==> src/rtl/pcb_pkg.sv <==
package pcb_pkg;
    localparam int unsigned PCB_ADDR_W = 13;
    localparam int unsigned PCB_DATA_W = 8;
    localparam int unsigned PCB_PAGE_BYTES = 32;

    typedef enum logic {
        SEQ_IDLE = 1'b0,
        SEQ_RUN  = 1'b1
    } seq_phase_e;
endpackage

==> src/rtl/pcb_pointer.sv <==
module pcb_pointer #(
    parameter int unsigned ADDR_W = 13,
    parameter int unsigned OFF_W  = 5
) (
    input  logic                     clk_i,
    input  logic                     rst_ni,
    input  logic                     load_i,
    input  logic [ADDR_W-1:0]        addr_i,
    input  logic                     adv_i,
    input  logic                     close_i,
    output logic                     open_o,
    output logic [ADDR_W-OFF_W-1:0]  page_o,
    output logic [OFF_W-1:0]         off_o
);
    localparam int unsigned PAGE_W = ADDR_W - OFF_W;

    typedef struct packed {
        logic              open;
        logic [PAGE_W-1:0] page;
        logic [OFF_W-1:0]  off;
    } ptr_t;

    ptr_t ptr_d, ptr_q;

    always_comb begin
        ptr_d = ptr_q;
        if (load_i) begin
            ptr_d.open = 1'b1;
            ptr_d.page = addr_i[ADDR_W-1:OFF_W];
            ptr_d.off  = addr_i[OFF_W-1:0];
        end else begin
            if (adv_i) begin
                ptr_d.off = ptr_q.off + OFF_W'(1);
            end
            if (close_i) begin
                ptr_d.open = 1'b0;
            end
        end
    end

    always_ff @(posedge clk_i) begin
        if (!rst_ni) begin
            ptr_q <= '0;
        end else begin
            ptr_q <= ptr_d;
        end
    end

    assign open_o = ptr_q.open;
    assign page_o = ptr_q.page;
    assign off_o  = ptr_q.off;


    slot_wrap_chk: assert property (@(posedge clk_i) disable iff (!rst_ni)
        (adv_i && !load_i) |=> (off_o == OFF_W'($past(off_o) + 1'b1)));


    row_fixed_chk: assert property (@(posedge clk_i) disable iff (!rst_ni)
        (adv_i && !load_i) |=> $stable(page_o));
endmodule

==> src/rtl/pcb_latch.sv <==
module pcb_latch #(
    parameter int unsigned PAGE_BYTES = 32,
    parameter int unsigned DATA_W     = 8,
    parameter int unsigned OFF_W      = 5
) (
    input  logic                  clk_i,
    input  logic                  rst_ni,
    input  logic                  clr_i,
    input  logic                  wr_i,
    input  logic [OFF_W-1:0]      wr_off_i,
    input  logic [DATA_W-1:0]     wr_data_i,
    input  logic [OFF_W-1:0]      rd_off_i,
    output logic [DATA_W-1:0]     rd_data_o,
    output logic [PAGE_BYTES-1:0] mask_o,
    output logic                  any_o
);
    typedef struct packed {
        logic [PAGE_BYTES-1:0][DATA_W-1:0] bytes;
        logic [PAGE_BYTES-1:0]             mask;
    } latch_t;

    latch_t lat_d, lat_q;

    always_comb begin
        lat_d = lat_q;
        if (clr_i) begin
            lat_d.mask = '0;
        end else if (wr_i) begin
            lat_d.bytes[wr_off_i] = wr_data_i;
            lat_d.mask[wr_off_i]  = 1'b1;
        end
    end

    always_ff @(posedge clk_i) begin
        if (!rst_ni) begin
            lat_q <= '0;
        end else begin
            lat_q <= lat_d;
        end
    end

    assign rd_data_o = lat_q.bytes[rd_off_i];
    assign mask_o    = lat_q.mask;
    assign any_o     = |lat_q.mask;


    mask_cleared_chk: assert property (@(posedge clk_i) disable iff (!rst_ni)
        clr_i |=> (mask_o == '0));


    slot_marked_chk: assert property (@(posedge clk_i) disable iff (!rst_ni)
        (wr_i && !clr_i) |=> mask_o[$past(wr_off_i)]);
endmodule

==> src/rtl/pcb_sequencer.sv <==
module pcb_sequencer
    import pcb_pkg::*;
#(
    parameter int unsigned PAGE_BYTES = 32,
    parameter int unsigned OFF_W      = 5,
    parameter int unsigned CYC        = 64
) (
    input  logic                  clk_i,
    input  logic                  rst_ni,
    input  logic                  go_i,
    input  logic [PAGE_BYTES-1:0] mask_i,
    input  logic                  wp_i,
    output logic                  busy_o,
    output logic                  we_o,
    output logic [OFF_W-1:0]      scan_off_o,
    output logic                  done_o
);
    localparam int unsigned CNT_W = $clog2(CYC + 1);
    localparam logic [CNT_W-1:0] LAST = CNT_W'(CYC - 1);
    localparam logic [CNT_W-1:0] SCAN_END = CNT_W'(PAGE_BYTES);

    typedef struct packed {
        seq_phase_e       phase;
        logic [CNT_W-1:0] cnt;
    } seq_t;

    seq_t seq_d, seq_q;
    logic scan_active;

    always_comb begin
        seq_d = seq_q;
        unique case (seq_q.phase)
            SEQ_IDLE: begin
                if (go_i) begin
                    seq_d.phase = SEQ_RUN;
                    seq_d.cnt   = '0;
                end
            end
            SEQ_RUN: begin
                if (seq_q.cnt == LAST) begin
                    seq_d.phase = SEQ_IDLE;
                    seq_d.cnt   = '0;
                end else begin
                    seq_d.cnt = seq_q.cnt + CNT_W'(1);
                end
            end
            default: seq_d = '0;
        endcase
    end

    always_ff @(posedge clk_i) begin
        if (!rst_ni) begin
            seq_q <= '{phase: SEQ_IDLE, cnt: '0};
        end else begin
            seq_q <= seq_d;
        end
    end

    assign busy_o      = (seq_q.phase == SEQ_RUN);
    assign scan_active = busy_o && (seq_q.cnt < SCAN_END);
    assign scan_off_o  = seq_q.cnt[OFF_W-1:0];
    assign we_o        = scan_active && mask_i[scan_off_o] && !wp_i;
    assign done_o      = busy_o && (seq_q.cnt == LAST);


    window_hold_chk: assert property (@(posedge clk_i) disable iff (!rst_ni)
        (busy_o && !done_o) |=> busy_o);


    window_close_chk: assert property (@(posedge clk_i) disable iff (!rst_ni)
        done_o |=> !busy_o);
endmodule

==> src/rtl/page_commit_buffer.sv <==
module page_commit_buffer
    import pcb_pkg::*;
#(
    parameter int unsigned ADDR_W       = PCB_ADDR_W,
    parameter int unsigned DATA_W       = PCB_DATA_W,
    parameter int unsigned PAGE_BYTES   = PCB_PAGE_BYTES,
    parameter int unsigned WRITE_CYCLES = 64
) (
    input  logic              clk_i,
    input  logic              rst_ni,
    input  logic              start_i,
    input  logic [ADDR_W-1:0] start_addr_i,
    input  logic              byte_vld_i,
    input  logic [DATA_W-1:0] byte_i,
    input  logic              stop_i,
    input  logic              wp_i,
    output logic              busy_o,
    output logic              mem_we_o,
    output logic [ADDR_W-1:0] mem_addr_o,
    output logic [DATA_W-1:0] mem_wdata_o
);
    localparam int unsigned OFF_W  = $clog2(PAGE_BYTES);
    localparam int unsigned PAGE_W = ADDR_W - OFF_W;
    localparam int unsigned CYC    = (WRITE_CYCLES > PAGE_BYTES) ? WRITE_CYCLES : PAGE_BYTES;

    logic                  load, adv, close, go, clr, seq_done;
    logic                  tr_open, any_byte;
    logic [PAGE_W-1:0]     page;
    logic [OFF_W-1:0]      wr_off, scan_off;
    logic [PAGE_BYTES-1:0] mask;

    assign load  = start_i && !busy_o;
    assign adv   = byte_vld_i && !busy_o && tr_open && !load;
    assign close = stop_i && !busy_o && !load;
    assign go    = close && tr_open && any_byte && !wp_i;
    assign clr   = load || (close && !go) || seq_done;

    pcb_pointer #(
        .ADDR_W (ADDR_W),
        .OFF_W  (OFF_W)
    ) i_pointer (
        .clk_i   (clk_i),
        .rst_ni  (rst_ni),
        .load_i  (load),
        .addr_i  (start_addr_i),
        .adv_i   (adv),
        .close_i (close),
        .open_o  (tr_open),
        .page_o  (page),
        .off_o   (wr_off)
    );

    pcb_latch #(
        .PAGE_BYTES (PAGE_BYTES),
        .DATA_W     (DATA_W),
        .OFF_W      (OFF_W)
    ) i_latch (
        .clk_i     (clk_i),
        .rst_ni    (rst_ni),
        .clr_i     (clr),
        .wr_i      (adv),
        .wr_off_i  (wr_off),
        .wr_data_i (byte_i),
        .rd_off_i  (scan_off),
        .rd_data_o (mem_wdata_o),
        .mask_o    (mask),
        .any_o     (any_byte)
    );

    pcb_sequencer #(
        .PAGE_BYTES (PAGE_BYTES),
        .OFF_W      (OFF_W),
        .CYC        (CYC)
    ) i_sequencer (
        .clk_i      (clk_i),
        .rst_ni     (rst_ni),
        .go_i       (go),
        .mask_i     (mask),
        .wp_i       (wp_i),
        .busy_o     (busy_o),
        .we_o       (mem_we_o),
        .scan_off_o (scan_off),
        .done_o     (seq_done)
    );

    assign mem_addr_o = {page, scan_off};


    commit_open_chk: assert property (@(posedge clk_i) disable iff (!rst_ni)
        (stop_i && !start_i && !busy_o && tr_open && any_byte && !wp_i) |=> busy_o);


    empty_stop_chk: assert property (@(posedge clk_i) disable iff (!rst_ni)
        (stop_i && !busy_o && !any_byte) |=> !busy_o);


    wp_stop_chk: assert property (@(posedge clk_i) disable iff (!rst_ni)
        (stop_i && !busy_o && wp_i) |=> !busy_o);


    wp_guard_chk: assert property (@(posedge clk_i) disable iff (!rst_ni)
        wp_i |-> !mem_we_o);


    we_in_window_chk: assert property (@(posedge clk_i) disable iff (!rst_ni)
        mem_we_o |-> busy_o);


    frozen_row_chk: assert property (@(posedge clk_i) disable iff (!rst_ni)
        (busy_o && $past(busy_o)) |-> $stable(page));
endmodule

==> config.mk <==
export PLATFORM = sky130hd
export DESIGN_NAME = page_commit_buffer
export DESIGN_NICKNAME = d
export VERILOG_FILES = /design/src/rtl/pcb_pkg.sv /design/src/rtl/pcb_pointer.sv /design/src/rtl/pcb_latch.sv /design/src/rtl/pcb_sequencer.sv /design/src/rtl/page_commit_buffer.sv
export SDC_FILE = /design/constraint.sdc
export NUM_CORES = 1
export LEC_CHECK = 0
export BUFFER_PORTS_ARGS = -buffer_cell sky130_fd_sc_hd__buf_4
export CORE_MARGIN = 3
export CORE_UTILIZATION = 30
export CTS_BUF_LIST = sky130_fd_sc_hd__clkbuf_16
export CTS_CLUSTER_SIZE = 40
export DETAILED_ROUTE_END_ITERATION = 16
export PLACE_DENSITY = 0.57
export SETUP_SLACK_MARGIN = 0.3
export SYNTH_ARGS = -nofsm -noshare
export SYNTH_HDL_FRONTEND = slang
export SYNTH_HIERARCHICAL = 1
export SYNTH_SLANG_ARGS = --single-unit
==> constraint.sdc <==
create_clock -name clk_i -period 3 [get_ports clk_i]
set_clock_uncertainty 0.15 [all_clocks]
set_input_delay 0.6 -clock clk_i [delete_from_list [all_inputs] [get_ports clk_i]]
set_output_delay 0.6 -clock clk_i [all_outputs]
set_load 0.01 [all_outputs]
==> Yosys cells after proc, flatten, opt, wreduce, memory -nomap -nowiden <==
Cells that the tools add are included.
{ "classes": {"n_addsub": 2, "multipliers": 0, "n_div": 0, "magnitude_cmp": 4, "n_eq_ne": 2, "n_shift": 0, "n_mux": 17, "bitwise_logic": 4, "n_reduce_logical": 26} }
{ "ops": {"columns": ["cell", "n"], "rows": [
  ["256-bit bitwise mux", 1],
  ["8-bit binary-select mux with 5-bit select", 1],
  ["8-bit demux with 5-bit select", 1],
  ["32-bit bitwise OR", 1],
  ["32-bit OR reduction", 1],
  ["8-bit two-way mux", 3],
  ["8-bit case mux with 2 select lines", 1],
  ["1-bit logical AND", 15],
  ["5-bit by 6-bit < comparator with 1-bit output, second input constant", 2],
  ["5-bit two-way mux", 2],
  ["7-bit by 1-bit adder with 7-bit output, second input constant", 1],
  ["7-bit by 6-bit == test with 1-bit output, second input constant", 1],
  ["7-bit by 6-bit < comparator with 1-bit output, second input constant", 1],
  ["7-bit two-way mux", 1],
  ["5-bit by 1-bit adder with 5-bit output, second input constant", 1],
  ["1-bit binary-select mux with 5-bit select", 1],
  ["1-bit demux with 5-bit select", 1],
  ["5-bit by 1-bit >= comparator with 1-bit output, second input constant", 1],
  ["1-bit two-way mux", 5],
  ["1-bit logical NOT", 4],
  ["2-bit nonzero test", 2],
  ["1-bit inverter", 3],
  ["1-bit logical OR", 2],
  ["2-bit != test, second input constant", 1],
  ["2 further kinds", 2]
]} }
{ "totals": {"ff_bits": 310, "latch_bits": 0, "ram_bits": 0, "rom_bits": 0, "in_bits": 27, "output_inout_bits": 23, "wordCells": 93, "mem_count": 0} }

==> Logic depth before layout (Yosys ltp) <==
Gate-level depths: netlist of the first run.
{ "depth": {"word_depth": 13, "depth_mapped": 10, "ltp_nobuf": 8} }

==> Hierarchy <==
Netlist of the first run, hierarchy kept.
{ "by_module_without_submodules": {"columns": ["module", "instances", "cells_per_inst", "area_each_um2", "seq_area_each_um2"], "rows": [
  ["pcb_latch", 1, 1470, 13768.2, 5765.5],
  ["pcb_sequencer", 1, 74, 716.9, 160.2],
  ["pcb_pointer", 1, 56, 576.8, 280.3],
  ["page_commit_buffer", 1, 7, 71.3, 0.0]
]} }

==> Worst setup path before layout of the first run <==
Ideal clock, no wire load.
{ "synth_path": {"path_type": "register to output", "from": "reg i_sequencer.seq_q (netlist bit i_sequencer/scan_off_o[1])", "to": "out mem_wdata_o[0]", "arrival_time_ps": 2165, "required_ps": 2250, "path_slack_ps": 85, "stages_incl_launch_ff": 8, "n_path_buf": 4, "path_cell_list": "dfxtp_1 buf_4 buf_6 buf_4 buf_2 mux4_2 mux4_2 mux2_2"} }
{ "synth_via": {"elab_chain_len": 2} }
{ "synth_rtl": {"columns": ["element", "line_no", "text"], "rows": [
  ["start, declared", "pcb_sequencer.sv:27", "seq_t seq_d, seq_q;"],
  ["start signal, assigned", "pcb_sequencer.sv:53", "seq_q <= '{phase: SEQ_IDLE, cnt: '0};"],
  ["start signal, assigned", "pcb_sequencer.sv:55", "seq_q <= seq_d;"],
  ["8-bit binary-select mux with 5-bit select", "pcb_latch.sv:42", "assign rd_data_o = lat_q.bytes[rd_off_i];"],
  ["8-bit two-way mux (not written as such)", "pcb_latch.sv:42", null],
  ["end, declared", "page_commit_buffer.sv:20", "output logic [DATA_W-1:0] mem_wdata_o"]
]} }
Every way passes these cells. The select of a mux whose other input is x is not followed.

==> Worst setup path after layout of the first run <==
{ "layout_path": {"from": "reg i_sequencer.seq_q (netlist bit i_sequencer/scan_off_o[1])", "to": "out mem_wdata_o[3]"} }
The elaborated chain is that of the path after synthesis.

==> flow_metrics.env, run 1 <==
export IMPL_wire_per_inst_um=24.6
export IMPL_grt_start_max_net_pins=90
export IMPL_ys_warn_count=6
export IMPL_synthTopCellsByArea="dfxtp_1 (41%), a21boi_0 (12%), mux4_2 (12%)"
export IMPL_synth_top_cell_by_area="dfxtp_1"
export IMPL_fillers=4521
export IMPL_root_buffer="clkbuf_16"
export IMPL_cts_buffers=35
export IMPL_failed_checks="setup timing"
export IMPL_dieArea_um2=53200
export IMPL_crit_arrival_ns=2.67
export IMPL_rsz0062_at_grt="yes"
export IMPL_ff2ff_path_depth=16
export IMPL_die_x_um=231
export IMPL_ir_worst_vdd_mv=0.323
export IMPL_route_detailed_drc=0
export IMPL_vias=13600
export IMPL_tightestPinTransition_ns=1.16
export IMPL_dpl_cell_count=2161
export IMPL_worst_path_largest_cell_delay_ns=0.53
export IMPL_mappedNetlistArea_um2=15100
export IMPL_synth_seq_area_share=0.410
export IMPL_synth_fa_ha_area_frac=0.00165
export IMPL_max_freq_ghz=0.292
export IMPL_finalWorstSetupSlack_ns=-0.423
export IMPL_routed_wl_um=57300
export IMPL_start_util=0.307
export IMPL_whs_path_depth=3
export IMPL_r2r_slack_ns=-0.13
export IMPL_cts_hold_buf=0
export IMPL_postSynth_asyncResetShare=0
export IMPL_crit_path_end_kind="output port"
export IMPL_grt_pass1_wl_um=79600
export IMPL_ys_types=53
export IMPL_clock_path_buffers=3
export IMPL_antenna_found_initial=2
export IMPL_path_cells="buf_4 > buf_6 > mux4_2 > mux4_2 > mux2_4 > buf_4"
export IMPL_hpwl_um=26200
export IMPL_grt_pass1_vias=13300
export IMPL_synth_avg_cell_area_um2=9.42
export IMPL_fp_dieH_um=231
export IMPL_cp_start_kind="register"
export IMPL_synth_fp_nets=1636
export IMPL_h_tree_depth=2
export IMPL_powerDensity_nw_per_um2=428
export IMPL_place_congestion=0.808
export IMPL_critPathKind="register to output port"
export IMPL_num_rows=81
export IMPL_ys_ff_latch=310
export IMPL_vias_per_cell=5.86
export IMPL_power_mw=8.90
export IMPL_layout_cells_non_filler=2328
export IMPL_synthXorXnorAreaFrac=0.00232
export IMPL_worstHoldEndpoint="i_pointer/page_o[1]$_SDFFE_PN0P_"
export IMPL_synth_top_cell_area_share=0.410
export IMPL_yosys_area_share_simple=0.134
export IMPL_status="complete, but fails checks"
export IMPL_drtIter0Drc=1647
export IMPL_clk_latency_ns=0.53
export IMPL_relSlewSlack=0.228
export IMPL_crit_slowest_cell="mux4_2"
export IMPL_cts_tree="yes"
export IMPL_finalSetupViolCount=147
export IMPL_r2r_start="i_sequencer/scan_off_o[1]$_SDFFE_PN0P_"
export IMPL_finalHoldViolCount=0
export IMPL_synthMuxAreaShare=0.146
export IMPL_synthFlopType="dfxtp_1"
export IMPL_io_buffer_count=49
export IMPL_synth_edf_count=0
export IMPL_grt_overflow=0
export IMPL_hp_start="start_addr_i[6]"
export IMPL_pre_cts_slack_ns=-0.0189
export IMPL_critPathMaxFanout=3
export IMPL_syn_to_final_growth_pct=37.3
export IMPL_cts_sinks=310
export IMPL_antenna_left=0
export IMPL_fin_crit_ns=3.42
export IMPL_core_area_um2=49400
export IMPL_drive_gt1_frac=0.399
export IMPL_dr_pass1_iters=5
export IMPL_fin_crit_sh=1.14
export IMPL_synth_top_family_by_area="compound AO/OA/AOI/OAI gates"
export IMPL_io_pins=50
export IMPL_cap_violations=0
export IMPL_nets=1666
export IMPL_slew_viol_final=0
export IMPL_synth_compound_area_frac=0.232
export IMPL_critPathRequiredTime_ns=2.25
export IMPL_leakage_nw=6.61
export IMPL_grtUsageTotal=0.188
export IMPL_reg2reg_to="i_latch/lat_q[156]$_SDFFE_PN0P_"
export IMPL_hp_class="primary input to register"
export IMPL_syn_inst=1607
export IMPL_cts_clk_slew_worst_paths_ns=0.06
==> critical path, delay by kind of cell, from the launching register on <==
| family | cells | cell delay, ns |
|---|---|---|
| flip-flops | 1 | 0.38 |
| multiplexers | 3 | 1.36 |
| buffers and inverters | 3 | 0.40 |
==> cell families after synthesis <==
group                      count (synthesis)
AOI/OAI and AO/OA                        569
xor gates and xnor gates                   4
adders and majority gates                  2
buffers and inverters                    238
DFF                                      310
muxes                                    107
and+or+nand+nor                          377
==> cells in the mapped netlist (4+ instances only) <==
cell type  number
nor4_1          9
o21ai_0       260
nor2_1         36
and3b_1         5
clkbuf_1      165
nor2b_1        12
buf_4          39
dfxtp_1       310
a21boi_0      246
nand4_1         4
a21oi_1        41
nand3_1       263
mux2_2          8
mux4_1          6
mux4_2         82
or3b_2          4
a21boi_1       11
nand2_1         7
buf_1           9
buf_6           8
inv_1           4
nor3b_2         4
nand3b_1        4
buf_2          12
mux2i_1        11
==> how the worst max path moves through the flow <==
| stage | startpoint | slack, ns | to |
|---|---|---|---|
| floorplan | i_sequencer/scan_off_o[1]$_SDFFE_PN0P_ | 0.26 | mem_wdata_o[0] |
| global placement | i_sequencer/scan_off_o[1]$_SDFFE_PN0P_ | -0.006 | mem_wdata_o[1] |
| detailed placement | i_sequencer/scan_off_o[1]$_SDFFE_PN0P_ | -0.02 | mem_wdata_o[1] |
| CTS | i_sequencer/scan_off_o[1]$_SDFFE_PN0P_ | -0.43 | mem_wdata_o[1] |
| global route | i_sequencer/scan_off_o[1]$_SDFFE_PN0P_ | -0.47 | mem_wdata_o[0] |
| finish | i_sequencer/scan_off_o[1]$_SDFFE_PN0P_ | -0.42 | mem_wdata_o[3] |
==> timing repair <==
item                       CTS  global route
setup endpoints to repair  265           297
cloned                      22            24
buffers inserted            42            15
pin swaps                   74           226
gates resized for setup    368           439
==> sequential cells by signal (all words and copies together) (netlist names) <==
register / count
i_pointer/page_o: 8
i_latch/mask_o: 32
i_pointer/off_o: 5
i_sequencer/busy_o: 1
i_latch/lat_q: 256
i_sequencer/seq_q: 2
i_pointer/open_o: 1
i_sequencer/scan_off_o: 5
==> layout make-up <==
class,count,area (um2),share of cell area
inverter,5,18.8,0.000904
sequential,310,6210,0.299
multi-input combinational,1059,9380,0.452
clock buffer,35,876,0.0422
timing repair buffer,226,3240,0.156
clock inverter,28,205,0.00988
tap,664,831,0.0400
antenna,1,2.50,0.000120
==> report_power, final <==
group | total [mW] | switching, mW | internal (mW) | leakage (nW)
Clock | 4.13 | 1.81 | 2.32 | 0.573
Sequential | 4.15 | 0.0259 | 4.13 | 2.50
Combinational | 0.617 | 0.408 | 0.208 | 3.54
==> cells in the final DEF, fill, tap and decap left out, types with 8 or more instances in the layout <==
| cell type | Yosys | routed |
|---|---|---|
| buf_4 | 39 | 95 |
| o21ai_0 | 260 | 129 |
| o21ai_2 | 0 | 105 |
| inv_1 | 4 | 15 |
| dfxtp_1 | 310 | 307 |
| a21oi_1 | 41 | 41 |
| buf_6 | 8 | 38 |
| a21boi_1 | 11 | 228 |
| nand3_4 | 0 | 18 |
| clkbuf_16 | 0 | 51 |
| buf_16 | 0 | 25 |
| a21boi_2 | 0 | 29 |
| mux2_4 | 0 | 8 |
| buf_12 | 0 | 46 |
| nand3_1 | 263 | 135 |
| nor4_1 | 9 | 8 |
| mux4_2 | 82 | 83 |
| nand3_2 | 0 | 110 |
| nor2b_1 | 12 | 12 |
| o21ai_1 | 3 | 20 |
| mux2i_1 | 11 | 11 |
| o21ai_4 | 0 | 9 |
| nor2_1 | 36 | 35 |
==> through the flow <==
| stage | setup TNS, ns | instance area [um2] | utilization | hold WS [ns] |
|---|---|---|---|---|
| CTS | -3.64 | 19000 | 0.385 | 0.161 |
| finish | -10.53 | 20800 | 0.421 | 0.178 |
| global route | -21.70 | 20800 | 0.421 | 0.192 |
| floorplan | 0 | 15300 | - | 0.299 |
| detailed placement | -0.0430 | 16100 | 0.327 | 0.318 |
| global placement | -0.00976 | 16100 | 0.327 | 0.311 |
==> layer usage <==
layer	global-route usage	routed length, um	part of all wire	vias up
met4	0.0795	3000	0.052	0
met2	0.321	27200	0.47	608
met1	0.237	22800	0.40	6863
met5	0	0	0	-
met3	0.0294	4350	0.076	172
li1	-	-	-	5991
Note: power is estimated with default switching activity, not from simulation.
==> run 2: changes to the inputs <==
Settings changed: SETUP_SLACK_MARGIN 0.3 to 0.2.
==> run 2 against run 1 <==
  * The flow still finishes with violations (setup timing)
  * Highest routed layer unchanged
  * Combinational power down 5.0%
  * Maximum frequency down 1.3%
  * Utilization down 1.9 points
  * Critical path depth up 1
  * Largest cell class unchanged
  * Power up 2.9%
  * Sequential cell count unchanged
  * Via count about the same
  * Largest power group is now clock
==> flow_metrics.env, run 2 (synthesized netlist as in run 1, its figures left out) <==
export IMPL_status="complete, but fails checks"
export IMPL_failed_checks="setup timing"
export IMPL_clk_latency_ns=0.53
export IMPL_io_pins=50
export IMPL_critPathRequiredTime_ns=2.25
export IMPL_antenna_found_initial=2
export IMPL_route_detailed_drc=0
export IMPL_fin_crit_sh=1.16
export IMPL_h_tree_depth=2
export IMPL_fp_dieH_um=231
export IMPL_powerDensity_nw_per_um2=461
export IMPL_grtUsageTotal=0.201
export IMPL_tightestPinTransition_ns=0.940
export IMPL_io_buffer_count=49
export IMPL_cap_violations=0
export IMPL_vias_per_cell=5.95
export IMPL_grt_start_max_net_pins=84
export IMPL_ir_worst_vdd_mv=0.360
export IMPL_drtIter0Drc=1628
export IMPL_core_area_um2=49400
export IMPL_cts_tree="yes"
export IMPL_pwr_share_seq=0.454
export IMPL_dr_pass1_iters=5
export IMPL_crit_arrival_ns=2.72
export IMPL_syn_to_final_growth_pct=31.2
export IMPL_final_common_cell="dfxtp_1"
export IMPL_grt_pass1_vias=13200
export IMPL_cts_clk_slew_worst_paths_ns=0.06
export IMPL_critPathMaxFanout=7
export IMPL_relSlewSlack=0.373
export IMPL_vias=13600
export IMPL_place_congestion=0.809
export IMPL_finalSetupViolCount=240
export IMPL_startpoint="i_sequencer/scan_off_o[1]$_SDFFE_PN0P_"
export IMPL_num_rows=81
export IMPL_hp_start="start_addr_i[3]"
export IMPL_start_util=0.307
export IMPL_fin_crit_ns=3.47
export IMPL_final_seq_area_um2=6210
export IMPL_die_x_um=231
export IMPL_leakage_nw=6.25
export IMPL_pre_cts_slack_ns=-0.0135
export IMPL_final_cell_mix="dfxtp_1 (307), o21ai_0 (217), a21boi_1 (190), nand3_1 (156), mux4_2 (87)"
export IMPL_root_buffer="clkbuf_16"
export IMPL_switching_share=0.249
export IMPL_dieArea_um2=53200
export IMPL_placedInstanceArea_um2=16000
export IMPL_net_switching_power_mw=2.28
export IMPL_cts_hold_buf=0
export IMPL_drive_gt1_frac=0.318
export IMPL_fillers=4612
export IMPL_largest_register_ffs=256
export IMPL_antenna_left=0
export IMPL_p_comb_frac=0.064
export IMPL_slew_viol_final=0
export IMPL_multi_input_area_um2=8820
export IMPL_max_freq_ghz=0.288
export IMPL_nets=1633
export IMPL_wire_per_inst_um=25.0
export IMPL_p_int_mw=6.87
export IMPL_finalSetupTns_ns=-20.29
export IMPL_cp_start_kind="register"
export IMPL_routed_wl_um=57200
export IMPL_hpwl_um=23700
export IMPL_whs_path_depth=3
export IMPL_grt_pass1_wl_um=83200
export IMPL_r2r_start="i_sequencer/scan_off_o[1]$_SDFFE_PN0P_"
export IMPL_critPathKind="register to output port"
export IMPL_clkPwrFrac=0.482
export IMPL_cts_buffers=36
export IMPL_clock_path_buffers=3
export IMPL_finalHoldViolCount=0
export IMPL_top_register="i_latch/lat_q"
export IMPL_grt_overflow=0
export IMPL_hp_class="primary input to register"
export IMPL_crit_path_end_kind="output port"
export IMPL_final_cell_area_um2=19800
export IMPL_rsz0062_at_grt="yes"
export IMPL_ff2ff_path_depth=14
export IMPL_cts_sinks=310
export IMPL_finalWorstSetupSlack_ns=-0.467
export IMPL_hold_ws_ns=0.176
run 2: changes by cell type in the layout (fill, tap and decap cells not counted), moves of 10 or more:
cell,delta
buf_12,-13
buf_6,-10
nand3_2,-24
o21ai_2,-97
a21boi_0,+37
o21ai_0,+88
nand3_1,+21
o21ai_1,+18
buf_16,+10
a21boi_1,-38
run 2: metal layers:
metal  routed length [um]  track usage  vias to the layer above  share of wire
li1                     -            -                     5890              -
met1                22300        0.263                     6810           0.39
met2                26600        0.326                      760           0.46
met3                 5840       0.0394                      166           0.10
met4                 2540       0.0799                        0          0.044
met5                    0            0                        -              0
run 2: final timing paths:
path / to / slack, ns
worst max-delay path: mem_wdata_o[2] / -0.47
worst min-delay path: i_pointer/off_o[3]$_SDFFE_PN0P_ / 0.18
worst max register to register: i_latch/lat_q[98]$_SDFFE_PN0P_ / -0.18
worst min register to register: i_latch/lat_q[167]$_SDFFE_PN0P_ / 0.32
run 2: metrics by stage:
stage,util,power [mW],std cells
after floorplan,-,4.51,1607
after global placement,0.323,4.71,2139
after detailed placement,0.323,4.72,2139
after CTS,0.379,9.13,2275
after global routing,0.402,9.37,2292
final,0.402,9.15,2292
run 2: worst max-delay path: stages (launching register included):
cell,delay [ns]
dfxtp_4,0.35
buf_12,0.17
buf_12,0.13
buf_16,0.12
mux4_2,0.50
mux4_2,0.47
mux2_2,0.29
buf_4,0.15
run 2: layout make-up:
| type | count | share of cell area |
|---|---|---|
| inverter | 5 | 0.000946 |
| antenna | 2 | 0.000252 |
| clock buffer | 36 | 0.0454 |
| timing repair buffer | 192 | 0.141 |
| tap | 664 | 0.0419 |
| sequential | 310 | 0.313 |
| clock inverter | 24 | 0.0125 |
| multi-input combinational | 1059 | 0.445 |
run 2: power groups by stage:
stage / sequential (mW) / clock [mW] / combinational [mW]
2_1_floorplan: 4.24 / 0 / 0.276
3_5_place_dp: 4.24 / 0 / 0.473
6_report: 4.15 / 4.41 / 0.586
5_1_grt: 4.15 / 4.61 / 0.605
3_3_place_gp: 4.24 / 0 / 0.471
4_1_cts: 4.15 / 4.46 / 0.522
run 2: what timing repair did:
action | CTS | global route
setup endpoints to repair | 225 | 265
gates cloned | 31 | 7
gates resized for setup | 235 | 283
setup buffers | 45 | 8
pin swaps | 25 | 107
